==> config.mk <==
export PLATFORM = sky130hd
export DESIGN_NAME = cpu_rst_seq
export DESIGN_NICKNAME = d
export VERILOG_FILES = /design/src/rtl/cpu_rst_seq_pkg.sv /design/src/rtl/cpu_rst_seq_edge.sv /design/src/rtl/cpu_rst_seq_timer.sv /design/src/rtl/cpu_rst_seq.sv
export SDC_FILE = /design/constraint.sdc
export NUM_CORES = 1
export LEC_CHECK = 0
export BUFFER_PORTS_ARGS = -buffer_cell sky130_fd_sc_hd__buf_2
export CORE_AREA = 2 2 39 41
export DETAILED_ROUTE_END_ITERATION = 10
export DIE_AREA = 0 0 41 43
export PLACE_DENSITY = 0.66
export SETUP_SLACK_MARGIN = 0.1
export SYNTH_ARGS = -nofsm -noshare
export SYNTH_HDL_FRONTEND = slang
export SYNTH_SLANG_ARGS = --single-unit
==> constraint.sdc <==
create_clock -name clk_i -period 1.8 [get_ports clk_i]
set_clock_uncertainty 0.1 [all_clocks]
set_input_delay 0.18 -clock clk_i [delete_from_list [all_inputs] [get_ports clk_i]]
set_output_delay 0.18 -clock clk_i [all_outputs]
set_load 0.03 [all_outputs]
==> src/rtl/cpu_rst_seq_pkg.sv <==
package cpu_rst_seq_pkg;
  typedef enum logic [1:0] {
    ST_IDLE  = 2'd0,
    ST_WFREE = 2'd1,  // legacy: wait for hold to end
    ST_WACK  = 2'd2,  // safe: hold requested, wait for ack
    ST_PULSE = 2'd3
  } seq_state_e;
endpackage

==> src/rtl/cpu_rst_seq_edge.sv <==
module cpu_rst_seq_edge (
  input  logic clk_i,
  input  logic rst_ni,
  input  logic d_i,
  output logic q_o,
  output logic rise_o
);
  logic q_q;
  always_ff @(posedge clk_i or negedge rst_ni)
    if (!rst_ni) q_q <= 1'b0;
    else         q_q <= d_i;
  assign q_o    = q_q;
  assign rise_o = d_i & ~q_q;
endmodule

==> src/rtl/cpu_rst_seq_timer.sv <==
module cpu_rst_seq_timer #(
  parameter int unsigned PULSE_LEN = 16
) (
  input  logic clk_i,
  input  logic rst_ni,
  input  logic load_i,
  input  logic run_i,
  output logic done_o
);
  localparam int unsigned CW = (PULSE_LEN > 2) ? $clog2(PULSE_LEN) : 1;
  localparam logic [CW-1:0] LOAD_VAL = CW'(PULSE_LEN - 1);

  logic [CW-1:0] cnt_q;

  always_ff @(posedge clk_i or negedge rst_ni)
    if (!rst_ni)                    cnt_q <= '0;
    else if (load_i)                cnt_q <= LOAD_VAL;
    else if (run_i && cnt_q != '0)  cnt_q <= cnt_q - 1'b1;

  assign done_o = (cnt_q == '0);

  // count never exceeds the loaded value
  assert_cnt_range_R4: assert property (@(posedge clk_i) disable iff (!rst_ni)
    cnt_q <= LOAD_VAL);
  // while running, counter moves down by one each cycle
  assert_cnt_step_R4: assert property (@(posedge clk_i) disable iff (!rst_ni)
    (run_i && !load_i && cnt_q != '0) |=> (cnt_q == $past(cnt_q) - 1'b1));
endmodule

==> src/rtl/cpu_rst_seq.sv <==
module cpu_rst_seq
  import cpu_rst_seq_pkg::*;
#(
  parameter int unsigned PULSE_LEN = 16
) (
  input  logic clk_i,
  input  logic rst_ni,
  input  logic rst_req_i,
  input  logic mode_i,
  input  logic hold_i,
  input  logic hlda_i,
  input  logic pwr_good_i,
  output logic cpu_rst_o,
  output logic hold_req_o
);
  seq_state_e state_q, state_d;
  logic safe_q, safe_d;
  logic load;
  logic done;
  logic pg_q, pg_rise;

  cpu_rst_seq_edge u_pg (
    .clk_i (clk_i),
    .rst_ni(rst_ni),
    .d_i   (pwr_good_i),
    .q_o   (pg_q),
    .rise_o(pg_rise)
  );

  cpu_rst_seq_timer #(.PULSE_LEN(PULSE_LEN)) u_tmr (
    .clk_i (clk_i),
    .rst_ni(rst_ni),
    .load_i(load),
    .run_i (state_q == ST_PULSE),
    .done_o(done)
  );

  always_comb begin
    state_d = state_q;
    safe_d  = safe_q;
    load    = 1'b0;
    if (!pwr_good_i) begin
      state_d = ST_IDLE;
      safe_d  = 1'b0;
    end else if (pg_rise) begin
      state_d = ST_PULSE;  // power-on: no gating
      safe_d  = 1'b0;
      load    = 1'b1;
    end else begin
      unique case (state_q)
        ST_IDLE: if (rst_req_i) begin
          safe_d  = mode_i;
          state_d = mode_i ? ST_WACK : ST_WFREE;
        end
        ST_WFREE: if (!hlda_i) begin
          state_d = ST_PULSE;
          load    = 1'b1;
        end
        ST_WACK: if (hold_i && hlda_i) begin
          state_d = ST_PULSE;
          load    = 1'b1;
        end
        ST_PULSE: if (done) state_d = ST_IDLE;
        default: state_d = ST_IDLE;
      endcase
    end
  end

  always_ff @(posedge clk_i or negedge rst_ni)
    if (!rst_ni) begin
      state_q <= ST_IDLE;
      safe_q  <= 1'b0;
    end else begin
      state_q <= state_d;
      safe_q  <= safe_d;
    end

  // pg_q keeps reset high across the power-good rising edge
  assign cpu_rst_o  = ~pwr_good_i | ~pg_q | (state_q == ST_PULSE);
  assign hold_req_o = pwr_good_i &
                      ((state_q == ST_WACK) | (state_q == ST_PULSE && safe_q));

  assert_legacy_no_rst_in_hold_R1: assert property (@(posedge clk_i) disable iff (!rst_ni)
    ($rose(cpu_rst_o) && pwr_good_i && !safe_q) |-> $past(!hlda_i));
  assert_safe_rst_after_ack_R3: assert property (@(posedge clk_i) disable iff (!rst_ni)
    ($rose(cpu_rst_o) && pwr_good_i && safe_q) |-> $past(hold_i && hlda_i));
  assert_hold_drops_with_rst_R5: assert property (@(posedge clk_i) disable iff (!rst_ni)
    ($fell(cpu_rst_o) && pwr_good_i) |-> !hold_req_o);
  assert_pg_low_no_hold_R6: assert property (@(posedge clk_i) disable iff (!rst_ni)
    !pwr_good_i |=> (cpu_rst_o && (!pwr_good_i || !hold_req_o)));
  assert_pg_rise_rst_R7: assert property (@(posedge clk_i) disable iff (!rst_ni)
    $rose(pwr_good_i) |=> cpu_rst_o);
  assert_safe_req_holds_R2: assert property (@(posedge clk_i) disable iff (!rst_ni)
    (state_q == ST_IDLE && rst_req_i && mode_i && pwr_good_i && pg_q) |=>
      (hold_req_o || !pwr_good_i));
endmodule

==> summary.md, run 1 <==
| Metric | Value |
|---|---|
| Status | finished, violations left |
| Avg Cell Area, Syn | 9.51 µm² |
| DRC viols | 0 |
| Post-route insts no fill | between 90 and 100 |
| I/O pin count | 9 |
| Wire per inst | approximately 12 µm |
| Static Leak | about 0.35 nW |
| Slew headroom | roughly 77% |
| Synth Warn # | 0 |
| Max Fclk | 0.533 GHz |
| Sequential power share | between 30% and 40% |
| Switching Share | between 30% and 40% |
| CTS tree | done |
| VDD IR max | 0.000474 V |
| H-tree depth | 1 |
| Clock Sinks | 8 |
| Final WS setup | -0.0770 ns |
| Setup crit end kind | flip-flop |
| GP Congestion | 0.797 |
| Die width | slightly above 40 µm |
| Syn nets | 67 |
| Starting Density | around 38% |
| Layout cell share with drive strength beyond 1 | around 47% |
| Vias in the first global route | roughly 460 |
| Pin count of the biggest net entering global routing | 9 |
| Worst Path Arrival | around 1.9 ns |
| Post-DP HPWL | 860 µm |
| Pwr Total | approximately 0.73 mW |
| Worst setup startpoint | state_q[1]$_DFFE_PN0P_ |
| DR vias | about 480 |
| Total Nets Final | 95 |
| Worst hold path type | input port to flip-flop |
| Syn Inst Count | 55 |
| Critical R2R Launch | state_q[1]$_DFFE_PN0P_ |
| Synthesized flop and latch total | 8 |
| Initial antenna violation count | 0 |
| Min-Delay Startpoint | mode_i |
| FF/Latch Area | a little over 200 µm² |
| Vert. Die Dim | about 43 µm |
| Commonest cells after routing, fill and taps aside | buf_4, nand2_1, buf_2, dfrtp_1 |
| Filler cell count | approximately 130 |
| Crit share post-route | 104% |
| Commonest non-fill, non-tap cell in the layout | buf_4 |
| Area delta synth->final | 47.4% |
| Worst-case clock buffer depth | 2 |
| Top_reg_cell synth | dfrtp_1 |
| Core Rows | 14 |
| Final Core Density | between 50 and 60% |
| Max Cap Viol | 0 |
| Min cycle time layout | between 1.5 and 2 ns |
| Clk slew on worst S/H paths | ~0.06 ns |
| Slew Viols, Final | 0 |
| Startpoint Class | flip-flop |
| Tightest Pin Transition | roughly 0.34 ns |
| I/O Buffers | 8 |
| Root Buffer | clkbuf_4 |
| Unrepaired setup endpoints after global routing | yes |
| Diodes inserted | 0 |
| Area of the multi-input gates | roughly 340 µm² |
| Tot GR Track Use | 16.6% |
| Failing checks | negative setup slack |
| Synth Cell Area | roughly 520 µm² |
| Cts bufs inserted | 3 |
| Clock share of power | 18.5% |
| Post-synth EDFFs | 0 |
| Total iterations of the first detailed-routing run | 6 |
| Core region area | roughly 0.0014 mm² |
| Clk_lat worst skew | 0.25 ns |
| Critical Path RT | about 1.8 ns |
| WS Path Type | flip-flop to flip-flop |
| PD cells | between 900 and 1000 mW/mm² |
| Fin. Hold Viols | 0 |
| Worst Path Max Fanout | 4 |
| Global-route wire length before repair | approximately 1900 µm |
| Combinational share of power | approximately half |
| Distinct cells, synth | 23 |
| Final ANT Viol Nets | 0 |
| DR iter-0 viols | 9 |
| Cell Int Power | around 0.48 mW |
| Die Area | around 0.0018 mm² |
| GRT Residual Overflow | 0 |
| Ys async rst share | 100% |
| DRT Wirelength | between 1000 and 1500 µm |
| Sequential element share of the synthesized area | a little under two fifths |
| Inst Count DP | a little under 90 |
| Vias per cell | 4.91 |
| Final setup violation count | 2 |
| Switching Power | between 0.2 and 0.25 mW |
==> final timing paths <==
kind,cells past startpoint,slack (ns),end
worst max register to register,6,-0.08,state_q[0]$_DFFE_PN0P_
min in group asynchronous,2,0.20,u_tmr.cnt_q[2]$_DFFE_PN0P_
worst min register to register,2,0.43,safe_q$_DFFE_PN0P_
worst max-delay path,6,-0.08,state_q[0]$_DFFE_PN0P_
max in group asynchronous,2,1.20,state_q[0]$_DFFE_PN0P_
worst min-delay path,3,0.10,safe_q$_DFFE_PN0P_
==> critical path: stages (launching register included) <==
cell and delay (ns):
dfrtp_1 0.45, inv_1 0.09, ha_1 0.20, and2b_2 0.21, a2111oi_4 0.39, nand3_1 0.16, o311a_4 0.15
==> logic make-up (layout without fill, tap and decap cells) <==
group,count (synthesis),count (layout),share of synthesized area [%]
and+or+nand+nor,23,23,24.2
AOI/OAI and AO/OA,12,12,19.6
xor gates and xnor gates,1,1,1.67
buffers and inverters,6,32,4.31
adders and majority gates,5,5,12.0
DFF,8,8,38.3
==> final cells by class <==
class                   count  area share (%)
multi-input cells          41            44.6
flip-flops and latches      8            26.1
repair buffers             23            20.8
clock buffers               3            2.92
inverters                   6            2.92
well taps                  16            2.60
==> sequential cells by signal (all words and copies together), names as in the netlist <==
name / cells
u_tmr.cnt_q: 4
state_q: 2
safe_q: 1
u_pg.q_o: 1
==> synthesized netlist by cell type, drive strengths merged, types with 2 or more instances <==
library cell | instances | area [µm²]
nand2 | 10 | 37.5
dfrtp | 8 | 200
inv | 6 | 22.5
ha | 5 | 62.6
a21oi | 4 | 20.0
nand3 | 4 | 20.0
o21ai | 2 | 10.0
o311a | 2 | 21.3
==> per-stage QoR <==
| step | hold WS (ns) | setup TNS (ns) | setup slack [ns] | instance area [µm²] |
|---|---|---|---|---|
| 2_1_floorplan | -0.216 | 0 | 0.000720 | 536 |
| 3_3_place_gp | -0.0650 | 0 | 0.0249 | 663 |
| 3_5_place_dp | -0.0601 | -0.0751 | -0.0602 | 663 |
| 4_1_cts | 0.0921 | -0.124 | -0.0545 | 713 |
| 5_1_grt | 0.107 | -0.302 | -0.136 | 771 |
| 6_report | 0.105 | -0.132 | -0.0770 | 771 |
==> what timing repair did <==
| item | in CTS | in global routing |
|---|---|---|
| gates resized for setup | 0 | 9 |
| endpoints found under the hold margin | 9 | 0 |
| pin swaps | 1 | 2 |
| setup endpoints to repair | 5 | 8 |
| cloned | 0 | 0 |
| hold buffers | 2 | 0 |
| buffers inserted | 1 | 3 |
==> routing by layer <==
metal / GRT usage, % / wire length (µm) / share of wire (%)
met1: 20.5 / 503 / 44
met2: 23.4 / 566 / 50
met3: 9.42 / 60 / 5.3
met4: 6.00 / 12 / 1.1
met5: 0 / 0 / 0
==> power by group through the flow <==
stage / Combinational [mW] / Sequential (mW) / Clock, mW
finish: 0.352 / 0.241 / 0.135
global route: 0.392 / 0.247 / 0.153
CTS: 0.304 / 0.235 / 0.141
detailed placement: 0.284 / 0.237 / 0
global placement: 0.281 / 0.235 / 0
floorplan: 0.175 / 0.232 / 0
Power figures use the tool's default switching activity.
==> run 2: changes to the inputs <==
==> constraint.sdc (replaced) <==
create_clock -name clk_i -period 1.8 [get_ports clk_i]
set_clock_uncertainty 0.1 [all_clocks]
set_input_delay 0.18 -clock clk_i [delete_from_list [all_inputs] [get_ports clk_i]]
set_output_delay 0.18 -clock clk_i [all_outputs]
set_load 0.01 [all_outputs]
==> run 2 against run 1 <==
Against the previous run:
- the flow still finishes with violations (negative setup slack)
- sequential power barely moved
- global-route usage did not move
- design area fell by 0.32%
- flip-flop and latch count did not move
- core utilization fell by 0.18 points
- routed wire length did not move
- critical endpoint unchanged
- largest cell class unchanged
==> summary.md, run 2 (same netlist as run 1, synthesis figures left out) <==
| Metric | Value |
|---|---|
| Fin. Hold Viols | 0 (unchanged) |
| Vias in the first global route | 457 (unchanged) |
| Largest register FFs | 4 (unchanged) |
| VDD IR max | 0.000474 V (about the same) |
| Max Cap Viol | 0 (unchanged) |
| Final ANT Viol Nets | 0 (unchanged) |
| Unrepaired setup endpoints after global routing | yes |
| I/O pin count | 9 (unchanged) |
| Total Nets Final | 95 (unchanged) |
| Clock Sinks | 8 (unchanged) |
| Tightest Pin Transition | 0.341 ns (unchanged) |
| Vias per cell | 4.91 (unchanged) |
| Worst-case clock buffer depth | 2 (unchanged) |
| Cts bufs inserted | 3 (unchanged) |
| Post-DP HPWL | 860 µm (unchanged) |
| DRC viols | 0 (unchanged) |
| H-tree depth | 1 (unchanged) |
| GRT Residual Overflow | 0 (unchanged) |
| DRT Wirelength | 1140 µm (unchanged) |
| Core Rows | 14 (unchanged) |
| Status | finished, violations left |
| Clk_lat worst skew | 0.25 ns (about the same) |
| Wire per inst | 11.8 µm (unchanged) |
| PD cells | 937 mW/mm² (-0.79%) |
| GP Congestion | 0.797 (unchanged) |
| Setup crit end kind | flip-flop |
| CTS tree | done |
| Pin count of the biggest net entering global routing | 9 (unchanged) |
| Area delta synth->final | 46.9% |
| Layout cell share with drive strength beyond 1 | 46.9% (unchanged) |
| Starting Density | 37.8% (unchanged) |
| Worst hold path type | input port to flip-flop |
| Final setup violation count | 2 (unchanged) |
| R2r setup slk | -0.08 ns (about the same) |
| Final hold slack | 0.105 ns (unchanged) |
| Crit share post-route | 104% (unchanged) |
| Max Fclk | 0.533 GHz (unchanged) |
| DR vias | 476 (unchanged) |
| Clk slew on worst S/H paths | 0.06 ns (about the same) |
| Worst Path Arrival | 1.91 ns (about the same) |
| Tot GR Track Use | 16.6% (unchanged) |
| Static Leak | 0.349 nW (about the same) |
| Slew Viols, Final | 0 (unchanged) |
| Top reg by flops | u_tmr.cnt_q |
| Total iterations of the first detailed-routing run | 6 (unchanged) |
| Startpoint Class | flip-flop |
| Final Core Density | 55.5% (-0.18 points) |
| Commonest cells after routing, fill and taps aside | buf_4, nand2_1, buf_2 |
| Initial antenna violation count | 0 (unchanged) |
| I/O Buffers | 8 (unchanged) |
| Failing checks | negative setup slack |
| Commonest non-fill, non-tap cell in the layout | buf_4 |
| Diodes inserted | 0 (unchanged) |
| Critical Path RT | 1.83 ns (about the same) |
| Core region area | 0.00138 mm² (unchanged) |
| DR iter-0 viols | 9 (unchanged) |
| Vert. Die Dim | 43 µm (unchanged) |
| Min cycle time layout | 1.88 ns (unchanged) |
| Die width | 41 µm (unchanged) |
| Die Area | 0.00176 mm² (unchanged) |
| WS Path Type | flip-flop to flip-flop |
| Largest registers | u_tmr.cnt_q (4), state_q (2) |
| Final WS setup | -0.0770 ns (unchanged) |
| Root Buffer | clkbuf_4 |
| Global-route wire length before repair | 1860 µm (unchanged) |
| Slew headroom | 77.3% (unchanged) |
| Worst Path Max Fanout | 4 (unchanged) |
[run 2: changes by cell type in the layout (fill, tap and decap cells not counted)]
cell	previous run	this run
buf_4	14	13
buf_2	7	8
[run 2: worst max-delay path, stage by stage, from the launching register on]
cell and delay, ns:
dfrtp_1 0.45, inv_1 0.09, ha_1 0.20, and2b_2 0.21, a2111oi_4 0.39, nand3_1 0.16, o311a_4 0.15
[run 2: where the power goes]
group | internal, mW | switching (mW)
Sequential | 0.211 | 0.0306
Clock | 0.0761 | 0.0588
Combinational | 0.196 | 0.148
Total | 0.483 | 0.237
[run 2: repair_timing]
action | CTS | global route
hold buffers | 2 | 0
buffers inserted | 1 | 3
pin swaps | 1 | 2
gates cloned | 0 | 0
resized for setup | 0 | 7
endpoints found under the setup margin | 4 | 8
hold endpoints to repair | 9 | 0
[run 2: area by class of cell]
| class | count | area [µm²] |
|---|---|---|
| clock buffers | 3 | 22.5 |
| fillers | 130 | 616 |
| repair buffers | 23 | 158 |
| multi-input cells | 41 | 344 |
| well taps | 16 | 20.0 |
| inverters | 6 | 22.5 |
| flip-flops and latches | 8 | 201 |
[run 2: worst paths after layout]
| path | start | end | cells after the start |
|---|---|---|---|
| worst max-delay path | state_q[1]$_DFFE_PN0P_ | state_q[0]$_DFFE_PN0P_ | 6 |
| worst min-delay path | mode_i | safe_q$_DFFE_PN0P_ | 3 |
| worst max register to register | state_q[1]$_DFFE_PN0P_ | state_q[0]$_DFFE_PN0P_ | 6 |
| worst min register to register | safe_q$_DFFE_PN0P_ | safe_q$_DFFE_PN0P_ | 2 |
| max in group asynchronous | rst_ni | state_q[0]$_DFFE_PN0P_ | 2 |
| min in group asynchronous | rst_ni | u_tmr.cnt_q[2]$_DFFE_PN0P_ | 2 |
[run 2: per-stage QoR]
step           cell area (µm²)  total power [mW]  TNS (ns)  std cells  setup WS (ns)
5_1_grt                    768             0.784    -0.264         97         -0.136
6_report                   768             0.720    -0.132         97        -0.0770
3_3_place_gp               663             0.510         0         88         0.0249
4_1_cts                    713             0.673   -0.0852         94        -0.0545
2_1_floorplan              536             0.400         0         55       0.000720
3_5_place_dp               663             0.515   -0.0751         88        -0.0602
[run 2: metal layers]
metal / global-route usage, % / wire [µm] / vias to the layer above
li1: - / - / 249
met1: 20.5 / 503 / 213
met2: 23.4 / 565 / 12
met3: 9.42 / 60 / 2
met4: 6.00 / 12 / 0
met5: 0 / 0 / -
==> run 3: changes to the inputs <==
==> constraint.sdc (replaced) <==
create_clock -name clk_i -period 1.8 [get_ports clk_i]
set_clock_uncertainty 0.1 [all_clocks]
set_input_delay 0.18 -clock clk_i [delete_from_list [all_inputs] [get_ports clk_i]]
set_output_delay 0.18 -clock clk_i [all_outputs]
set_load 0.02 [all_outputs]
==> run 3 against run 2 <==
Against the previous run:
- clock-buffer cell count unchanged
- the flow still finishes with violations (negative setup slack)
- fmax did not move
- cell count is the same
- largest cell class unchanged
- clock power about the same
- register-to-register slack is essentially flat
- power grew 0.66%
- worst setup slack unchanged
- critical endpoint unchanged
- non-clock buffer count is the same
- critical path depth unchanged
- global-route usage stayed put
- core utilization increased by 0.18 points
- sequential share of layout area decreased by 0.085 points
==> summary.md, run 3 (same netlist as run 1, synthesis figures left out) <==
| Metric | Value |
|---|---|
| Status | finished, violations left |
| Failing checks | negative setup slack |
| Initial antenna violation count | 0 (unchanged) |
| Inst Count DP | 88 (unchanged) |
| Die Area | 0.00176 mm² (unchanged) |
| Clk_lat worst skew | 0.25 ns (about the same) |
| Total Nets Final | 95 (unchanged) |
| Commonest cells after routing, fill and taps aside | buf_4, nand2_1, buf_2, dfrtp_1 |
| Clock share of power | 18.6% (about the same) |
| DRC viols | 0 (unchanged) |
| Commonest non-fill, non-tap cell in the layout | buf_4 |
| Final Core Density | 55.7% (+0.18 points) |
| Total iterations of the first detailed-routing run | 6 (unchanged) |
| Vert. Die Dim | 43 µm (unchanged) |
| Worst setup startpoint | state_q[1]$_DFFE_PN0P_ |
| Crit share post-route | 104% (unchanged) |
| Vias in the first global route | 457 (unchanged) |
| R2r setup slk | -0.08 ns (about the same) |
| Slew headroom | 77.3% (unchanged) |
| Max Cap Viol | 0 (unchanged) |
| Worst Path Arrival | 1.91 ns (about the same) |
| Switching Share | 33.2% (+0.25 points) |
| Filler cell count | 129 (-0.77%) |
| Final setup violation count | 2 (unchanged) |
| Critical Path RT | 1.83 ns (about the same) |
| Post-place setup slack | -0.0602 ns (unchanged) |
| Worst r2r dst | state_q[0]$_DFFE_PN0P_ |
| Setup_tns | -0.132 ns (unchanged) |
| Switching Power | 0.241 mW (+1.4%) |
| Critical R2R Launch | state_q[1]$_DFFE_PN0P_ |
| Setup crit end kind | flip-flop |
| Largest register FFs | 4 (unchanged) |
| Diodes inserted | 0 (unchanged) |
| Worst hold path type | input port to flip-flop |
| GP Congestion | 0.797 (unchanged) |
| Sequential power share | 33.3% (-0.2 points) |
| Global-route wire length before repair | 1860 µm (unchanged) |
| Core Rows | 14 (unchanged) |
| Largest registers | u_tmr.cnt_q (4), state_q (2) |
| Cts bufs inserted | 3 (unchanged) |
| Post-route insts no fill | 97 (unchanged) |
| Pin count of the biggest net entering global routing | 9 (unchanged) |
| Cell Int Power | 0.484 mW (+0.29%) |
| Worst Path Max Fanout | 4 (unchanged) |
| Area after DPL | 663 µm² (unchanged) |
| Crit path capture | state_q[0]$_DFFE_PN0P_ |
| Min cycle time layout | 1.88 ns (unchanged) |
| Slew Viols, Final | 0 (unchanged) |
| Static Leak | 0.349 nW (about the same) |
| WS Path Type | flip-flop to flip-flop |
| Clk slew on worst S/H paths | 0.06 ns (about the same) |
| Reg2reg path depth | 6 (unchanged) |
| Clock Sinks | 8 (unchanged) |
| PD cells | 941 mW/mm² (+0.34%) |
| Max Fclk | 0.533 GHz (unchanged) |
| Starting Density | 37.8% (unchanged) |
| Fin. Hold Viols | 0 (unchanged) |
| DR iter-0 viols | 9 (unchanged) |
| Startpoint Class | flip-flop |
| VDD IR max | 0.000474 V (about the same) |
| I/O pin count | 9 (unchanged) |
| Final WS setup | -0.0770 ns (unchanged) |
| Area delta synth->final | 47.4% |
| Design Area, Final | 771 µm² (+0.33%) |
| Post-DP HPWL | 860 µm (unchanged) |
| Tightest Pin Transition | 0.341 ns (unchanged) |
| Root Buffer | clkbuf_4 |
| Final hold slack | 0.105 ns (unchanged) |
| Combinational share of power | 48.1% (+0.3 points) |
| Pwr Total | 0.725 mW (+0.66%) |
| Worst-case clock buffer depth | 2 (unchanged) |
| Wire per inst | 11.8 µm (unchanged) |
| Core region area | 0.00138 mm² (unchanged) |
| Layout cell share with drive strength beyond 1 | 46.9% (unchanged) |
| I/O Buffers | 8 (unchanged) |
| Unrepaired setup endpoints after global routing | yes |
| CTS tree | done |
| Vias per cell | 4.91 (unchanged) |
| DR vias | 476 (unchanged) |
| Area of the multi-input gates | 344 µm² (unchanged) |
| DRT Wirelength | 1140 µm (unchanged) |
| Tot GR Track Use | 16.6% (unchanged) |
| GRT Residual Overflow | 0 (unchanged) |
| Final ANT Viol Nets | 0 (unchanged) |
| H-tree depth | 1 (unchanged) |
| FF/Latch Area | 201 µm² (unchanged) |
| Die width | 41 µm (unchanged) |
| Top reg by flops | u_tmr.cnt_q |
==> run 3: area by class of cell <==
class | count | area share, %
multi-input combinational | 41 | 44.6
sequential | 8 | 26.1
timing repair buffer | 23 | 20.8
clock buffer | 3 | 2.92
inverter | 6 | 2.92
tap | 16 | 2.60
==> run 3: worst min path at each step <==
stage	from	endpoint	slack, ns	cells after the start
2_1_floorplan	rst_ni	safe_q$_DFFE_PN0P_	-0.22	0
3_3_place_gp	rst_ni	u_tmr.cnt_q[3]$_DFFE_PN0P_	-0.07	1
3_5_place_dp	rst_ni	u_tmr.cnt_q[2]$_DFFE_PN0P_	-0.06	1
4_1_cts	mode_i	safe_q$_DFFE_PN0P_	0.09	3
5_1_grt	mode_i	safe_q$_DFFE_PN0P_	0.11	3
6_report	mode_i	safe_q$_DFFE_PN0P_	0.10	3
==> run 3: worst max-delay path, cell delays in order (launching register included) <==
cell	delay, ns
dfrtp_1	0.45
inv_1	0.09
ha_1	0.20
and2b_2	0.21
a2111oi_4	0.39
nand3_1	0.16
o311a_4	0.15
==> run 3: repair_timing <==
action	in CTS	in global routing
endpoints found under the hold margin	9	0
pin swaps	1	2
resized for setup	0	8
hold buffers	2	0
setup buffers	1	3
endpoints found under the setup margin	5	8
==> run 3: layer usage <==
layer	GRT usage (%)	part of all wire (%)	vias up
li1	-	-	249
met4	6.00	1.1	0
met3	9.42	5.3	2
met2	23.4	50	12
met1	20.5	44	213
met5	0	0	-
==> run 3: power by group through the flow <==
stage                     Clock [mW]  Sequential [mW]  Combinational [mW]
after floorplan                    0            0.232               0.171
after global placement             0            0.235               0.278
after detailed placement           0            0.237               0.281
after CTS                      0.141            0.235               0.301
after global routing           0.153            0.247               0.389
final                          0.135            0.241               0.349
